File: src/rtl/clut_gray_pkg.sv
package clut_gray_pkg;
  localparam logic [1:0] COMP_RED   = 2'd0;
  localparam logic [1:0] COMP_GREEN = 2'd1;
  localparam logic [1:0] COMP_BLUE  = 2'd2;

  typedef enum logic [3:0] {
    ST_IDLE, ST_RD_R, ST_RD_G, ST_RD_B, ST_CAP,
    ST_WR_R, ST_WR_G, ST_WR_B, ST_DONE
  } conv_state_t;
endpackage

File: src/rtl/clut_range_ctl.sv
module clut_range_ctl #(
  parameter int IDX_W    = 8,
  parameter int CNT_IN_W = 16
) (
  input  logic                clk,
  input  logic                rst_n,
  input  logic                load,
  input  logic                step,
  input  logic [IDX_W-1:0]    start_idx,
  input  logic [CNT_IN_W-1:0] count,
  output logic [IDX_W-1:0]    cur_idx,
  output logic                req_empty,
  output logic                last_entry
);
  localparam int TBL_N = 1 << IDX_W;
  localparam int REM_W = IDX_W + 1;

  logic [REM_W-1:0] clamped;
  logic [REM_W-1:0] remain;

  always_comb begin
    if (count > CNT_IN_W'(TBL_N)) clamped = REM_W'(TBL_N);
    else                          clamped = count[REM_W-1:0];
  end

  assign req_empty  = (clamped == '0);
  assign last_entry = (remain == REM_W'(1));

  always_ff @(posedge clk or negedge rst_n) begin
    if (!rst_n) begin
      cur_idx <= '0;
      remain  <= '0;
    end else if (load) begin
      cur_idx <= start_idx;
      remain  <= clamped;
    end else if (step) begin
      cur_idx <= cur_idx + 1'b1;
      remain  <= remain - 1'b1;
    end
  end
endmodule

File: src/rtl/clut_luma_unit.sv
module clut_luma_unit #(
  parameter int COMP_W   = 8,
  parameter int LUMA_MAX = 63
) (
  input  logic              clk,
  input  logic              rst_n,
  input  logic              cap_r,
  input  logic              cap_g,
  input  logic              cap_b,
  input  logic [COMP_W-1:0] rd_data,
  output logic [COMP_W-1:0] luma
);
  localparam int ACC_W = COMP_W + 9;

  logic [COMP_W-1:0] r_q, g_q, b_q;

  function automatic logic [COMP_W-1:0] weigh(input logic [COMP_W-1:0] r,
                                              input logic [COMP_W-1:0] g,
                                              input logic [COMP_W-1:0] b);
    logic [ACC_W-1:0] acc;
    logic [ACC_W-1:0] y;
    acc = ACC_W'(r) * ACC_W'(77) + ACC_W'(g) * ACC_W'(151)
        + ACC_W'(b) * ACC_W'(28) + ACC_W'(128);
    y = acc >> 8;
    if (y > ACC_W'(LUMA_MAX)) return COMP_W'(LUMA_MAX);
    return y[COMP_W-1:0];
  endfunction

  always_ff @(posedge clk or negedge rst_n) begin
    if (!rst_n) begin
      r_q <= '0;
      g_q <= '0;
      b_q <= '0;
    end else begin
      if (cap_r) r_q <= rd_data;
      if (cap_g) g_q <= rd_data;
      if (cap_b) b_q <= rd_data;
    end
  end

  assign luma = weigh(r_q, g_q, b_q);
endmodule

File: src/rtl/clut_seq_fsm.sv
module clut_seq_fsm
  import clut_gray_pkg::*;
(
  input  logic       clk,
  input  logic       rst_n,
  input  logic       start,
  input  logic       req_empty,
  input  logic       last_entry,
  output logic       load,
  output logic       step,
  output logic       cap_r,
  output logic       cap_g,
  output logic       cap_b,
  output logic       rd_en,
  output logic [1:0] rd_comp,
  output logic       wr_en,
  output logic [1:0] wr_comp,
  output logic       busy,
  output logic       done
);
  conv_state_t st, st_nx;

  always_ff @(posedge clk or negedge rst_n) begin
    if (!rst_n) st <= ST_IDLE;
    else        st <= st_nx;
  end

  always_comb begin
    st_nx = st;
    load  = 1'b0;
    step  = 1'b0;
    unique case (st)
      ST_IDLE: if (start) begin
        load  = 1'b1;
        st_nx = req_empty ? ST_DONE : ST_RD_R;
      end
      ST_RD_R: st_nx = ST_RD_G;
      ST_RD_G: st_nx = ST_RD_B;
      ST_RD_B: st_nx = ST_CAP;
      ST_CAP:  st_nx = ST_WR_R;
      ST_WR_R: st_nx = ST_WR_G;
      ST_WR_G: st_nx = ST_WR_B;
      ST_WR_B: begin
        step  = 1'b1;
        st_nx = last_entry ? ST_DONE : ST_RD_R;
      end
      ST_DONE: st_nx = ST_IDLE;
      default: st_nx = ST_IDLE;
    endcase
  end

  assign rd_en   = (st == ST_RD_R) || (st == ST_RD_G) || (st == ST_RD_B);
  assign rd_comp = (st == ST_RD_G) ? COMP_GREEN : (st == ST_RD_B) ? COMP_BLUE : COMP_RED;
  assign wr_en   = (st == ST_WR_R) || (st == ST_WR_G) || (st == ST_WR_B);
  assign wr_comp = (st == ST_WR_G) ? COMP_GREEN : (st == ST_WR_B) ? COMP_BLUE : COMP_RED;
  assign cap_r   = (st == ST_RD_G);
  assign cap_g   = (st == ST_RD_B);
  assign cap_b   = (st == ST_CAP);
  assign busy    = (st != ST_IDLE);
  assign done    = (st == ST_DONE);
endmodule

File: src/rtl/clut_gray_conv.sv
module clut_gray_conv #(
  parameter int IDX_W    = 8,
  parameter int COMP_W   = 8,
  parameter int CNT_IN_W = 16
) (
  input  logic                clk,
  input  logic                rst_n,
  input  logic                start,
  input  logic [IDX_W-1:0]    start_idx,
  input  logic [CNT_IN_W-1:0] count,
  output logic                busy,
  output logic                done,
  output logic                rd_en,
  output logic [IDX_W-1:0]    rd_idx,
  output logic [1:0]          rd_comp,
  input  logic [COMP_W-1:0]   rd_data,
  output logic                wr_en,
  output logic [IDX_W-1:0]    wr_idx,
  output logic [1:0]          wr_comp,
  output logic [COMP_W-1:0]   wr_data
);
  logic             run_load;
  logic             entry_step;
  logic             cap_r, cap_g, cap_b;
  logic             req_empty, last_entry;
  logic [IDX_W-1:0] cur_idx;

  clut_range_ctl #(.IDX_W(IDX_W), .CNT_IN_W(CNT_IN_W)) u_range (
    .clk(clk), .rst_n(rst_n), .load(run_load), .step(entry_step),
    .start_idx(start_idx), .count(count), .cur_idx(cur_idx),
    .req_empty(req_empty), .last_entry(last_entry)
  );

  clut_seq_fsm u_fsm (
    .clk(clk), .rst_n(rst_n), .start(start), .req_empty(req_empty),
    .last_entry(last_entry), .load(run_load), .step(entry_step),
    .cap_r(cap_r), .cap_g(cap_g), .cap_b(cap_b),
    .rd_en(rd_en), .rd_comp(rd_comp), .wr_en(wr_en), .wr_comp(wr_comp),
    .busy(busy), .done(done)
  );

  clut_luma_unit #(.COMP_W(COMP_W), .LUMA_MAX(63)) u_luma (
    .clk(clk), .rst_n(rst_n), .cap_r(cap_r), .cap_g(cap_g), .cap_b(cap_b),
    .rd_data(rd_data), .luma(wr_data)
  );

  assign rd_idx = cur_idx;
  assign wr_idx = cur_idx;
endmodule

File: config.mk
export PLATFORM = sky130hd
export DESIGN_NAME = clut_gray_conv
export DESIGN_NICKNAME = d
export VERILOG_FILES = /design/src/rtl/clut_gray_pkg.sv /design/src/rtl/clut_range_ctl.sv /design/src/rtl/clut_luma_unit.sv /design/src/rtl/clut_seq_fsm.sv /design/src/rtl/clut_gray_conv.sv
export SDC_FILE = /design/constraint.sdc
export NUM_CORES = 1
export LEC_CHECK = 0
export ABC_AREA = 1
export BUFFER_PORTS_ARGS = -buffer_cell sky130_fd_sc_hd__buf_2
export CAP_MARGIN = 40
export CORE_ASPECT_RATIO = 0.5
export CORE_MARGIN = 2
export CORE_UTILIZATION = 40
export DETAILED_ROUTE_END_ITERATION = 10
export RECOVER_POWER = 100
export SYNTH_ARGS = -nofsm -noshare
export SYNTH_HDL_FRONTEND = slang
export SYNTH_SLANG_ARGS = --single-unit
File: constraint.sdc
create_clock -name clk -period 15.1 [get_ports clk]
set_clock_uncertainty 0.2 [all_clocks]
set_input_delay 2.265 -clock clk [delete_from_list [all_inputs] [get_ports clk]]
set_output_delay 2.265 -clock clk [all_outputs]
set_load 0.03 [all_outputs]
# ---- Word-level counts from Yosys, hierarchy flattened
# Cells that the tools add are included.
dict set report word_totals {
  regBits 45
  inputBits 35
  out_inout_bits 32
}
dict set report classes {
  add_sub_neg 5
  n_mul 3
  n_lt_le_gt_ge 2
  n_eq_ne 10
  muxes 19
  reduce_logical 8
}
# op count
set ops {}
lappend ops {{two-way mux 8 bit} 4}
lappend ops {{case mux 4 bit (8 select lines)} 1}
lappend ops {{two-way mux 9 bit} 3}
lappend ops {{adder 15 x 16 -> 17 bit} 1}
lappend ops {{adder 17 x 13 -> 17 bit} 1}
lappend ops {{adder 17 x 8 -> 17 bit (second input constant)} 1}
lappend ops {{== test 4 x 3 -> 1 bit (second input constant)} 4}
lappend ops {{> comparator 16 x 9 -> 1 bit (second input constant)} 1}
lappend ops {{multiplier 8 x 8 -> 16 bit (second input constant)} 1}
lappend ops {{multiplier 8 x 7 -> 15 bit (second input constant)} 1}
lappend ops {{two-way mux 4 bit} 3}
lappend ops {{multiplier 8 x 3 -> 11 bit (second input constant)} 1}
lappend ops {{== test 9 x 1 -> 1 bit (second input constant)} 1}
lappend ops {{> comparator 9 x 6 -> 1 bit (second input constant)} 1}
lappend ops {{logical NOT 9 bit} 1}
lappend ops {{subtractor 9 x 1 -> 9 bit (second input constant)} 1}
lappend ops {{adder 8 x 1 -> 8 bit (second input constant)} 1}
lappend ops {{== test 4 x 2 -> 1 bit (second input constant)} 2}
lappend ops {{two-way mux 2 bit} 4}
lappend ops {{== test 4 x 1 -> 1 bit (second input constant)} 1}
lappend ops {{== test 4 bit (second input constant)} 1}
lappend ops {{logical NOT 4 bit} 1}
lappend ops {{logical OR 1 bit} 4}
lappend ops {{two-way mux 1 bit} 4}
lappend ops {{3 further kinds} 3}

# ---- Logic depth before layout (Yosys ltp)
# Gate-level depths: netlist of the first run.
dict set report depth {
  depth_word 7
  depth_mapped 25
  depth_no_buf 25
}

# ---- Cells and area by module
# Synthesis of the first run repeated with hierarchy kept, for this count alone.
dict set report unflattened {
  cells_unflattened 689
  hier_area_um2 5918.2
}
# mod instances cells_per_inst area_per_inst_um2 seq_area_each_um2
set by_module_without_submodules {}
lappend by_module_without_submodules {clut_luma_unit 1 475 4383.0 600.6}
lappend by_module_without_submodules {clut_range_ctl 1 161 1151.1 425.4}
lappend by_module_without_submodules {clut_seq_fsm 1 45 324.1 100.1}
lappend by_module_without_submodules {clut_gray_conv 1 8 60.1 0.0}

# ---- Least setup slack after synthesis of the first run
# No wires, ideal clock.
dict set report synth_path {
  path_type {reg2out}
  start {register u_luma.b_q[1]}
  end {output wr_data[0]}
  arrival_time_ps 5202
  slack_ps 7433
  path_stages_with_launch 23
  n_path_buf 0
  cell_sequence {dfrtp_1 -> fa_1 -> ha_1 -> inv_1 -> fa_1 -> o21ai_0 -> xor2_1 -> inv_1 -> ha_1 -> fa_1 -> fa_1 -> inv_1 -> fa_1 -> inv_1 -> ha_1 -> a21oi_1 -> nor2_1 -> nor2_1 -> nor2_1 -> nor2_1 -> nand3b_1 -> nand2_1 -> nand4_1}
}
dict set report synth_between {
  elab_chain_cells 6
}
# item line
set synth_lines {}
lappend synth_lines {{start, declared} clut_luma_unit.sv:15} ;# logic [COMP_W-1:0] r_q, g_q, b_q;
lappend synth_lines {{start signal, assigned} clut_luma_unit.sv:37} ;# if (cap_b) b_q <= rd_data;
lappend synth_lines {{multiplier 8 x 3 -> 11 bit (*)} clut_luma_unit.sv:23} ;# + ACC_W'(b) * ACC_W'(28) + ACC_W'(128);
lappend synth_lines {{adder 17 x 13 -> 17 bit (*)} clut_luma_unit.sv:23}
lappend synth_lines {{adder 17 x 8 -> 17 bit (*)} clut_luma_unit.sv:23}
lappend synth_lines {{> comparator 9 x 6 -> 1 bit} clut_luma_unit.sv:25} ;# if (y > ACC_W'(LUMA_MAX)) return COMP_W'(LUMA_MAX);
lappend synth_lines {{two-way mux 1 bit} clut_luma_unit.sv:25}
lappend synth_lines {{two-way mux 8 bit (*)} clut_luma_unit.sv:26} ;# return y[COMP_W-1:0];
lappend synth_lines {{end, declared} clut_gray_conv.sv:20} ;# output logic [COMP_W-1:0] wr_data
# Mark *: on every way between the ends. The rest lies on a longest branch, timed or not.

# ---- Final worst setup path of the first run
dict set report layout_path {
  start {register u_luma.b_q[1]}
  end {output wr_data[2]}
}
# Same word-level chain as after synthesis.

==> results of run 1 <==
## cell usage after synthesis (5+ instances only)
cell type / n / share of area, %
nand3b_1: 5 / 0.64
xor2_1: 13 / 2.0
dfrtp_1: 45 / 19
buf_4: 12 / 1.5
a21oi_1: 27 / 2.3
o21ai_0: 40 / 3.4
nor2_1: 44 / 2.8
nand3_1: 18 / 1.5
nand2_1: 108 / 7.0
ha_1: 85 / 18
inv_1: 165 / 11
fa_1: 63 / 22
nor3_1: 9 / 0.77
nand4_1: 11 / 1.2
## state kept, by name, indices dropped and copies added, names as in the netlist
| signal | cells |
|---|---|
| u_luma.g_q | 8 |
| u_luma.b_q | 8 |
| u_range.cur_idx | 8 |
| u_range.remain | 9 |
| u_fsm.st | 4 |
| u_luma.r_q | 8 |
## worst min-delay path by stage
stage	startpoint	to	depth (start not counted)	slack, ps
CTS	u_fsm.st[3]	u_fsm.st[1]	1	310
finish	u_fsm.st[3]	u_fsm.st[1]	1	300
floorplan	u_fsm.st[3]	u_fsm.st[1]	1	270
global route	u_fsm.st[3]	u_fsm.st[1]	1	310
detailed placement	u_fsm.st[3]	u_fsm.st[1]	1	300
global placement	u_fsm.st[3]	u_fsm.st[1]	1	290
## routing by layer
metal  global-route usage (%)  wire length (um)  share of wire, %  vias to the layer above
met1                     22.6              6140                51                     2054
met5                        0                 7             0.058                        -
met2                     29.1              5440                45                       88
li1                         -                 -                 -                     2264
met4                     2.73               104              0.86                        2
met3                     2.04               455               3.7                        6
## metrics by stage
step | worst slack [ps] | util, % | std cells
final | 6690 | 44.3 | 949
after global routing | 6300 | 44.3 | 949
after CTS | 6790 | 45.1 | 949
after detailed placement | 7100 | 43.9 | 941
after global placement | 7220 | 43.8 | 940
after floorplan | 7430 | - | 694
## logic make-up after synthesis
| kind of cell | count (synthesis) | share of synthesized area, % |
|---|---|---|
| compound gates | 86 | 8.41 |
| xor+xnor | 17 | 2.55 |
| fa+ha+maj | 148 | 39.9 |
| buf+inv | 186 | 13.1 |
| flops | 45 | 19.3 |
| other cells | 1 | 0.0643 |
| simple gates | 210 | 16.7 |
## worst max-delay path, stage by stage (launching register included)
cell and delay [ps]:
dfrtp_1 440, fa_1 530, ha_1 160, inv_1 50, fa_1 390, o21ai_0 310
xor2_1 170, inv_1 60, ha_1 290, fa_1 500, fa_1 490, inv_1 50
fa_1 520, inv_1 40, ha_1 350, a21oi_1 210, nor2_1 60, nor2_1 160
nor2_1 60, nor2_1 120, nand2_1 70, nand2_1 50, nand2_1 120, nand4_1 110
clkbuf_1 330
## final cells by class
cell class | count | area share (%)
Multi-Input combinational cell | 463 | 61.0
Sequential cell | 45 | 17.7
Inverter | 170 | 10.1
Timing Repair Buffer | 65 | 4.47
Tap cell | 198 | 3.90
Clock buffer | 6 | 2.19
Clock inverter | 2 | 0.591
==> qor.yml, run 1 <==
layout:
  area.sequential_um2: 1130
  drive_above_1_share_pct: 7.06
  final_common_cell: "inv_1"
  fillCellCount: 1486
  antenna_cells: 0
  design_area_um2: 6350
  mostFrequentLayoutCells: "165 x inv_1, 110 x nand2_1, 85 x ha_1"
  multi_input_area_um2: 3870
  synthToLayoutAreaGrowth_pct: 8.95
  num-nets-final: 933
logic_synthesis:
  syn_area_um2: 5830
  synth_ff_type: "dfrtp_1"
  synth_cells: 693
  synth-seq-cells: 45
  ys_seq_area_share_pct: 19.3
  syn_avg_cell_area_um2: 8.41
  synth_cell_types: 46
  synth_edf_count: 0
  synth-async-reset-ratio_pct: 100
  ys_warn_count: 0
global_route:
  gr-total-overflow: 0
  grt_pass1_wl_um: 20700
  antenna_found_initial: 1
  grtUsageTotal_pct: 16.5
  grt_pass1_vias: 4315
  grt_max_degree: 33
timing:
  rsz0062_at_grt: "no"
  finalWorstPathRequiredPeriod_ps: 8410
  setup_viol: 0
  holdWs_ps: 298
  hold_violations: 0
  fmax_mhz: 119
  worstMarginPinSlew_ps: 1710
  period_share_pct: 55.7
  slew_viol_final: 33
  max_slew_margin_pct: -14.3
  timing.setup.tns_ps: 0
clock_tree:
  cts_root_buf: "clkbuf_16"
  cts-buffers-inserted: 5
  h-tree-depth: 2
  cts.hold.buffers_added: 0
  clk_pin_slew_ps: 70
  post-cts-setup-buffers: 0
  clk-insertion-delay-late_ps: 280
  cts_tree: "built"
  clock-sinks: 45
  ctsResizeCount: 0
  clk_path_buf_depth: 2
worst_setup_path:
  crit_path_start: "u_luma.b_q[1]"
  worst_r2r_endpoint: "u_range.cur_idx[0]"
  r2r-start: "u_fsm.st[1]"
  path_max_fanout: 6
  worstSetupPathType: "flop to output pin"
  cp-end-kind: "output pin"
  crit_end: "wr_data[2]"
  arrival_ps: 5950
  r2r_slack_ps: 11270
  cp-start-kind: "flop"
  required_ps: 12640
  rr_worst_depth: 8
placement:
  hpwlAfterDp_um: 10300
  portBuffers: 64
  gp_congestion: 0.838
  dpl_cell_area_um2: 6300
routing:
  first_pass_iters: 4
  detail-route-antenna-nets: 0
  post-route-drc-count: 0
  routed_wl_um: 12200
  post_drt_wl_per_cell_um: 12.8
  drtIter0Drc: 122
  vias: 4414
  via_per_inst: 4.65
run_status:
  status: "complete, but fails checks"
  failed_checks: "capacitance limit, slew limit"
floorplan:
  start_util_pct: 40.6
  die_h_um: 89.4
  row_count: 31
  ios: 67
  core_region_area_um2: 14400
  die-area_um2: 15600
  die_x_um: 175
min_path:
  min_path_type: "flop to flop"
flow_run:
  maxCapViolations: 1
Power of run 1 is left out: the tool's default activity adds up to more than one toggle a clock period on the data nets, which glitch-free logic cannot reach.
==> inputs of run 2 (changes only) <==
==> constraint.sdc (replaced) <==
create_clock -name clk -period 7.8 [get_ports clk]
set_clock_uncertainty 0.2 [all_clocks]
set_input_delay 1.17 -clock clk [delete_from_list [all_inputs] [get_ports clk]]
set_output_delay 1.17 -clock clk [all_outputs]
set_load 0.03 [all_outputs]
==> run 2 against run 1 <==
- the run still ends with capacitance limit, slew limit left
- highest routed layer unchanged
- flip-flop and latch count stayed put
- die area stayed put
- hold slack better by 15 ps
- final cell count unchanged
- core utilization grew 0.070 points
==> qor.yml, run 2 (same netlist as run 1, synthesis figures left out) <==
global_route:
  grt_pass1_vias: 4459
  grt_pass1_wl_um: 21300
  grt_max_degree: 33
  grtUsageTotal_pct: 17.1
  gr-total-overflow: 0
  antenna_found_initial: 1
floorplan:
  core_region_area_um2: 14400
  die_x_um: 175
  row_count: 31
  die-area_um2: 15600
  start_util_pct: 40.6
  ios: 67
  die_h_um: 89.4
routing:
  routed_wl_um: 12300
  post-route-drc-count: 0
  vias: 4424
  post_drt_wl_per_cell_um: 12.9
  via_per_inst: 4.66
  first_pass_iters: 4
  drtIter0Drc: 131
  detail-route-antenna-nets: 0
layout:
  largest_reg_flops: 9
  drive_above_1_share_pct: 6.92
  top_register: "u_range.remain"
  synthToLayoutAreaGrowth_pct: 9.12
  num-nets-final: 933
  design_area_um2: 6360
  antenna_cells: 0
  mostFrequentLayoutCells: "166 x inv_1, 110 x nand2_1, 85 x ha_1"
  final_common_cell: "inv_1"
clock_tree:
  clock-sinks: 45
  clk_path_buf_depth: 2
  clk_pin_slew_ps: 60
  h-tree-depth: 2
  cts.hold.buffers_added: 0
  cts_tree: "built"
  ctsResizeCount: 0
  post-cts-setup-buffers: 0
  cts-buffers-inserted: 5
  cts_root_buf: "clkbuf_16"
  clk-insertion-delay-late_ps: 280
worst_setup_path:
  cp_top_family: "adder cells"
  crit_cells: 24
  worstSetupPathType: "flop to output pin"
  crit_chain: "fa_1 > ha_1 > inv_1 > fa_1 > o21ai_0 > xor2_1 > inv_1 > ha_1 > fa_1 > fa_1 > inv_1 > fa_1 > inv_1 > ha_1 > a21oi_1 > nor2_1 > nor2_1 > nor2_1 > nor2_1 > nand2_1 > nand2_1 > nand2_1 > nand4_1 > clkbuf_1"
  slowest_delay_ps: 530
  rr_worst_depth: 8
  cp-end-kind: "output pin"
  path_max_fanout: 6
  cpMostUsedCell: "fa_1"
  cp-start-kind: "flop"
  required_ps: 6430
  crit_slowest_cell: "fa_1"
  arrival_ps: 5950
  critPathBufInv: 5
timing:
  timing.setup.tns_ps: 0
  rsz0062_at_grt: "no"
  max_slew_margin_pct: -15.2
  period_share_pct: 93.8
  hold_violations: 0
  finalWorstPathRequiredPeriod_ps: 7320
  worstMarginPinSlew_ps: 1730
  fmax_mhz: 137
  slew_viol_final: 33
  setup_viol: 0
run_status:
  status: "complete, but fails checks"
  failed_checks: "capacitance limit, slew limit"
placement:
  dpl_cell_area_um2: 6300
  portBuffers: 64
  gp_congestion: 0.838
  hpwlAfterDp_um: 10400
flow_run:
  maxCapViolations: 1
min_path:
  hold_depth: 1
  min_path_type: "flop to flop"
-- run 2: per-layer routing --
layer / track usage (%) / share of wire (%)
met1: 23.4 / 51
met2: 29.7 / 44
met3: 1.79 / 3.3
met4: 3.94 / 1.3
met5: 0 / 0.12
-- run 2: worst paths after layout --
check / endpoint / startpoint / slack [ps]
min in group asynchronous: u_range.cur_idx[7] / rst_n / 740
worst max register to register: u_range.cur_idx[0] / u_fsm.st[1] / 4010
worst min-delay path: u_fsm.st[1] / u_fsm.st[3] / 310
max in group asynchronous: u_luma.b_q[5] / rst_n / 4600
worst max-delay path: wr_data[3] / u_luma.b_q[1] / 480
worst min register to register: u_fsm.st[1] / u_fsm.st[3] / 310
-- run 2: layout make-up --
| cell class | count | area (um2) |
|---|---|---|
| tap | 198 | 248 |
| timing repair buffer | 65 | 283 |
| multi-input combinational | 463 | 3880 |
| fill | 1470 | 7990 |
| clock buffer | 6 | 139 |
| clock inverter | 2 | 37.5 |
| inverter | 170 | 644 |
| sequential | 45 | 1130 |
-- run 2: through the flow --
stage | setup WS, ps | utilization [%] | std cells | hold WS (ps)
after global placement | 1020 | 43.8 | 940 | 294
after CTS | 582 | 45.1 | 949 | 320
after detailed placement | 902 | 43.9 | 941 | 312
final | 482 | 44.3 | 949 | 313
after global routing | 127 | 44.3 | 949 | 345
after floorplan | 1230 | - | 694 | 267
Power of run 2 is left out for the same reason.
